**src/rtl/word_irq_ctrl.sv**
```systemverilog
module word_irq_ctrl #(
  parameter int ADDR_W     = 8,
  parameter int FIFO_DEPTH = 16
) (
  input  logic              clk,
  input  logic              rst_n,
  input  logic              cfg_we,
  input  logic [ADDR_W-1:0] cfg_addr,
  input  logic [1:0]        cfg_wdata,
  output logic [1:0]        cfg_rdata,
  input  logic              snp_we,
  input  logic [ADDR_W-1:0] snp_addr,
  output logic              tx_valid,
  output logic [ADDR_W-1:0] tx_addr,
  input  logic              rx_valid,
  input  logic [ADDR_W-1:0] rx_addr,
  input  logic              pop_req,
  output logic [ADDR_W-1:0] pop_data,
  output logic              pop_empty,
  input  logic              irq_rearm,
  output logic              irq,
  output logic              ovf
);
  localparam int WORDS = 1 << ADDR_W;
  localparam int PTR_W = (FIFO_DEPTH > 1) ? $clog2(FIFO_DEPTH) : 1;
  localparam int CNT_W = $clog2(FIFO_DEPTH + 1);
  localparam logic [CNT_W-1:0] FULL_CNT = CNT_W'(FIFO_DEPTH);
  localparam logic [PTR_W-1:0] LAST_PTR = PTR_W'(FIFO_DEPTH - 1);

  logic [WORDS-1:0]  send_en, recv_en;
  logic [ADDR_W-1:0] mem [FIFO_DEPTH];
  logic [PTR_W-1:0]  wr_ptr, rd_ptr;
  logic [CNT_W-1:0]  cnt, cnt_n;
  logic              full, push_req, push_ok, pop_ok;

  always_ff @(posedge clk) begin
    if (!rst_n) begin
      send_en <= '0;
      recv_en <= '0;
    end else if (cfg_we) begin
      send_en[cfg_addr] <= cfg_wdata[1];
      recv_en[cfg_addr] <= cfg_wdata[0];
    end
  end

  assign cfg_rdata = {send_en[cfg_addr], recv_en[cfg_addr]};

  always_ff @(posedge clk) begin
    if (!rst_n) begin
      tx_valid <= 1'b0;
      tx_addr  <= '0;
    end else begin
      tx_valid <= snp_we & send_en[snp_addr];
      tx_addr  <= snp_addr;
    end
  end

  assign full     = (cnt == FULL_CNT);
  assign push_req = rx_valid & recv_en[rx_addr];
  assign push_ok  = push_req & ~full;
  assign pop_ok   = pop_req & (cnt != '0);

  always_comb begin
    cnt_n = cnt;
    if (push_ok && !pop_ok) cnt_n = cnt + 1'b1;
    if (pop_ok && !push_ok) cnt_n = cnt - 1'b1;
  end

  always_ff @(posedge clk) begin
    if (push_ok) mem[wr_ptr] <= rx_addr;
  end

  always_ff @(posedge clk) begin
    if (!rst_n) begin
      wr_ptr <= '0;
      rd_ptr <= '0;
      cnt    <= '0;
      ovf    <= 1'b0;
      irq    <= 1'b0;
    end else begin
      if (push_ok) wr_ptr <= (wr_ptr == LAST_PTR) ? '0 : wr_ptr + 1'b1;
      if (pop_ok)  rd_ptr <= (rd_ptr == LAST_PTR) ? '0 : rd_ptr + 1'b1;
      cnt <= cnt_n;
      ovf <= ovf | (push_req & full);
      irq <= irq_rearm ? (cnt_n != '0) : (irq | push_ok);
    end
  end

  assign pop_data  = mem[rd_ptr];
  assign pop_empty = (cnt == '0);
endmodule


```
**config.mk**
```make
export PLATFORM = sky130hd
export DESIGN_NAME = word_irq_ctrl
export DESIGN_NICKNAME = d
export VERILOG_FILES = /design/src/rtl/word_irq_ctrl.sv
export SDC_FILE = /design/constraint.sdc
export NUM_CORES = 2
export LEC_CHECK = 0
export ABC_CLOCK_PERIOD_IN_PS = 9900
export BUFFER_PORTS_ARGS = -buffer_cell sky130_fd_sc_hd__buf_2
export CAP_MARGIN = 20
export CORE_ASPECT_RATIO = 0.75
export CORE_UTILIZATION = 51
export DETAILED_ROUTE_END_ITERATION = 10
export GPL_ROUTABILITY_DRIVEN = 0
export MAX_ROUTING_LAYER = met4
export PLACE_DENSITY = 0.65
export SLEW_MARGIN = 30
export SYNTH_ARGS = -nofsm -noshare
export SYNTH_HDL_FRONTEND = slang
export SYNTH_SLANG_ARGS = --single-unit
```
**constraint.sdc**
```tcl
create_clock -name clk -period 9.9 [get_ports clk]
set_input_delay 2.97 -clock clk [delete_from_list [all_inputs] [get_ports clk]]
set_output_delay 2.97 -clock clk [all_outputs]
set_load 0.02 [all_outputs]
```
==> results.sh <==
export IMPL_routedWlPerCell_um=26.45
export IMPL_drv_slew=0
export IMPL_hold_buffers=0
export IMPL_tightest_slew_ps=1043
export IMPL_antenna_found_initial=5
export IMPL_cp_start_kind="primary input"
export IMPL_slowest_delay_ps=600
export IMPL_cts_sinks=668
export IMPL_boundaryPins=55
export IMPL_cap_violations=0
export IMPL_period_minus_slack_ps=9057
export IMPL_rsz0062_at_grt="no"
export IMPL_ant_nets=0
export IMPL_io_buffers=54
export IMPL_die_w_um=305.4
export IMPL_grt_pass1_wl_um=170300
export IMPL_synth_top_flop_cell="dfxtp_1"
export IMPL_synth_edf_count=128
export IMPL_final_nets=3368
export IMPL_syn_cell_area_um2=35200
export IMPL_slew_headroom_pct=29.91
export IMPL_yosysWarnings=0
export IMPL_core_area_um2=68330
export IMPL_grt_ovfl_total=0
export IMPL_rows=83
export IMPL_grt_usage_pct=33.01
export IMPL_vdd_ir_drop_max_mv=0.1149
export IMPL_yosys_register_bits=668
export IMPL_clock_latency_ps=620
export IMPL_grt_max_degree=263
export IMPL_final_core_util_pct=55.97
export IMPL_cts_buffers_inserted=69
export IMPL_syn_nets=3527
export IMPL_worstSetupPathType="primary input to output pin"
export IMPL_tritoncts="yes"
export IMPL_drt_iter0_drc=3978
export IMPL_crit_chain="buf_8 > mux4_2 > mux4_2 > mux4_2 > a21oi_1 > o21ai_0 > buf_2"
export IMPL_syn_inst=3487
export IMPL_grt_pass1_vias=26730
export IMPL_yosysSeqAreaShare_pct=41.63
export IMPL_cp_end_kind="output pin"
export IMPL_cp_slowest_cell="mux4_2"
export IMPL_hold_violations=0
export IMPL_min_path_type="flip-flop to flip-flop"
export IMPL_cts_root_buf="clkbuf_16"
export IMPL_async_flop_share_pct=0
export IMPL_hpwl_um=73350
export IMPL_cp_common_cell="mux4_2"
export IMPL_cp_data_required_time_ps=6930
export IMPL_post_route_period_util_pct=91.49
export IMPL_crit_fanout=73
export IMPL_htree_levels=3
export IMPL_drc=0
export IMPL_dr_pass1_iters=6
export IMPL_worstPathArrival_ps=6090
export IMPL_die_h_um=229.5
export IMPL_post_cts_resize_count=0
export IMPL_start_util_pct=51.52
export IMPL_cts_clk_slew_worst_paths_ps=60
export IMPL_cts_path_max_buffers=3
export IMPL_tns_ps=0
export IMPL_syn2layout_area_growth_pct=8.644
export IMPL_cts_setup_buffers=0
export IMPL_setup_viol=0
export IMPL_dieArea_um2=70090
export IMPL_wl_um=113100
export IMPL_p_leak_nw=11.55
export IMPL_via_per_inst=6.706
export IMPL_status="completed"
export IMPL_drive_above_1_share_pct=18.25
export IMPL_synth_cell_types=60
export IMPL_finClkSkew_ps=24.09
export IMPL_fillers=5763
export IMPL_fmax_mhz=110.4
export IMPL_vias=28680
export IMPL_p_per_area_nw_per_um2=159.9
export IMPL_synth_avg_cell_area_um2=10.10
[per-stage QoR]
| stage | setup slack, ps | instance area (µm²) | power [mW] | cells | hold slack (ps) |
|---|---|---|---|---|---|
| 2_1_floorplan | 953.7 | 35200 | 3.327 | 3487 | 448.7 |
| 3_3_place_gp | 819.2 | 35840 | 3.504 | 4145 | 456.8 |
| 3_5_place_dp | 831.0 | 35860 | 3.518 | 4145 | 456.0 |
| 4_1_cts | 834.6 | 38120 | 6.129 | 4269 | 469.4 |
| 5_1_grt | 708.6 | 38250 | 6.276 | 4276 | 502.4 |
| 6_report | 842.9 | 38250 | 6.115 | 4276 | 463.1 |
[per-layer routing]
metal  up-vias  global-route usage, %  wire length (µm)
met4         0                  8.307              2543
met5         -                      -                 0
met3       192                  10.22             16050
met1     14270                  48.04             47780
met2      1812                  44.20             46750
li1      12400                      -                 -
[cell usage after synthesis, types with 2 or more instances]
| cell type | count | area (µm²) |
|---|---|---|
| nand2b_1 | 8 | 50.05 |
| and2_1 | 18 | 112.6 |
| nor3b_1 | 2 | 15.01 |
| nor2_1 | 196 | 735.7 |
| nor4b_1 | 2 | 17.52 |
| maj3_1 | 2 | 20.02 |
| mux2_2 | 4 | 45.04 |
| nor3_1 | 20 | 100.1 |
| o211ai_1 | 2 | 15.01 |
| a22oi_1 | 20 | 150.1 |
| buf_6 | 10 | 112.6 |
| buf_1 | 34 | 127.6 |
| o21ai_0 | 317 | 1587 |
| and3_1 | 3 | 18.77 |
| nand3_1 | 216 | 1081 |
| a21oi_1 | 13 | 65.06 |
| edfxtp_1 | 128 | 3844 |
| nor4_1 | 6 | 37.54 |
| clkbuf_1 | 299 | 1122 |
| o21ai_1 | 2 | 10.01 |
| mux4_2 | 343 | 7725 |
| buf_2 | 7 | 35.03 |
| a2111oi_0 | 6 | 52.55 |
| mux2i_1 | 29 | 290.3 |
| nor2b_1 | 33 | 206.5 |
| a31oi_1 | 5 | 31.28 |
| a21boi_0 | 505 | 3791 |
| ha_1 | 7 | 87.58 |
| a211oi_1 | 3 | 22.52 |
| inv_1 | 9 | 33.78 |
| xnor2_1 | 4 | 35.03 |
| nand4_1 | 5 | 31.28 |
| nand3b_1 | 2 | 15.01 |
| nand2_1 | 657 | 2466 |
| or4_1 | 5 | 37.54 |
| dfxtp_1 | 540 | 10810 |
| xor2_1 | 2 | 17.52 |
[layout by cell type (no fill, tap or decap), types with 5 or more instances in the layout]
cell type,count
nand3_2,6
nor3_1,10
nor2b_1,33
clkbuf_8,10
nand2_1,649
and2_1,18
a21oi_1,13
mux4_2,343
nand3_1,210
a2111oi_0,5
inv_1,9
nand2_2,8
buf_2,43
clkbuf_16,72
dfxtp_1,539
or4_1,5
clkbuf_1,10
nand2b_1,8
nor2_1,194
edfxtp_1,128
buf_4,65
o21ai_0,317
nor3_2,9
a22oi_1,20
clkinv_2,12
mux2i_1,29
clkinvlp_4,6
a31oi_1,5
ha_1,7
nand4_1,5
a21boi_0,505
[final timing paths]
path | start | to | slack, ps | cells after the start
hold reg to reg | ovf | ovf | 460 | 1
setup / recovery | cfg_addr[0] | cfg_rdata[1] | 840 | 7
hold / removal | ovf | ovf | 460 | 1
setup reg to reg | recv_en[66] | mem[15][1] | 5730 | 8
[flip-flops by register name (all words and copies together) (netlist names), named ones only]
signal and flops:
cnt 5, irq 1, mem 128, ovf 1
rd_ptr 4, recv_en 256, send_en 256, tx_addr 8
tx_valid 1, wr_ptr 4
[report_power, final]
group	internal, mW	leakage [nW]	total, mW	switching (mW)
logic	0.250	4.95	0.661	0.411
registers	2.79	5.50	2.81	0.0193
clock network	1.50	1.10	2.64	1.14
[cells by family after synthesis]
logic type / Yosys count / synth area share [%]
AND/OR/NAND/NOR: 1182 / 14.26
AO/OA/AOI/OAI: 885 / 16.61
flip-flops: 668 / 41.63
multiplexers: 376 / 22.90
buffers and inverters: 361 / 4.144
adder cells (fa/ha/maj): 9 / 0.3057
XOR/XNOR: 6 / 0.1493
[critical path, delay by kind of cell]
kind | cells | cell delay, ps
buf+inv | 2 | 800
mux | 3 | 1660
compound gates | 2 | 540
[final cells by class]
cell class              instances  area (µm²)  share of cell area [%]
inverters                       9       33.78                 0.08833
clock inverters                34       310.3                  0.8113
well taps                     892        1116                   2.918
flip-flops and latches        668       14660                   38.32
diodes                          3       7.507                 0.01963
clock buffers                  90        1949                   5.097
multi-input cells            2458       19220                   50.27
repair buffers                122       948.4                   2.480
(Power assumes the default switching activity.)
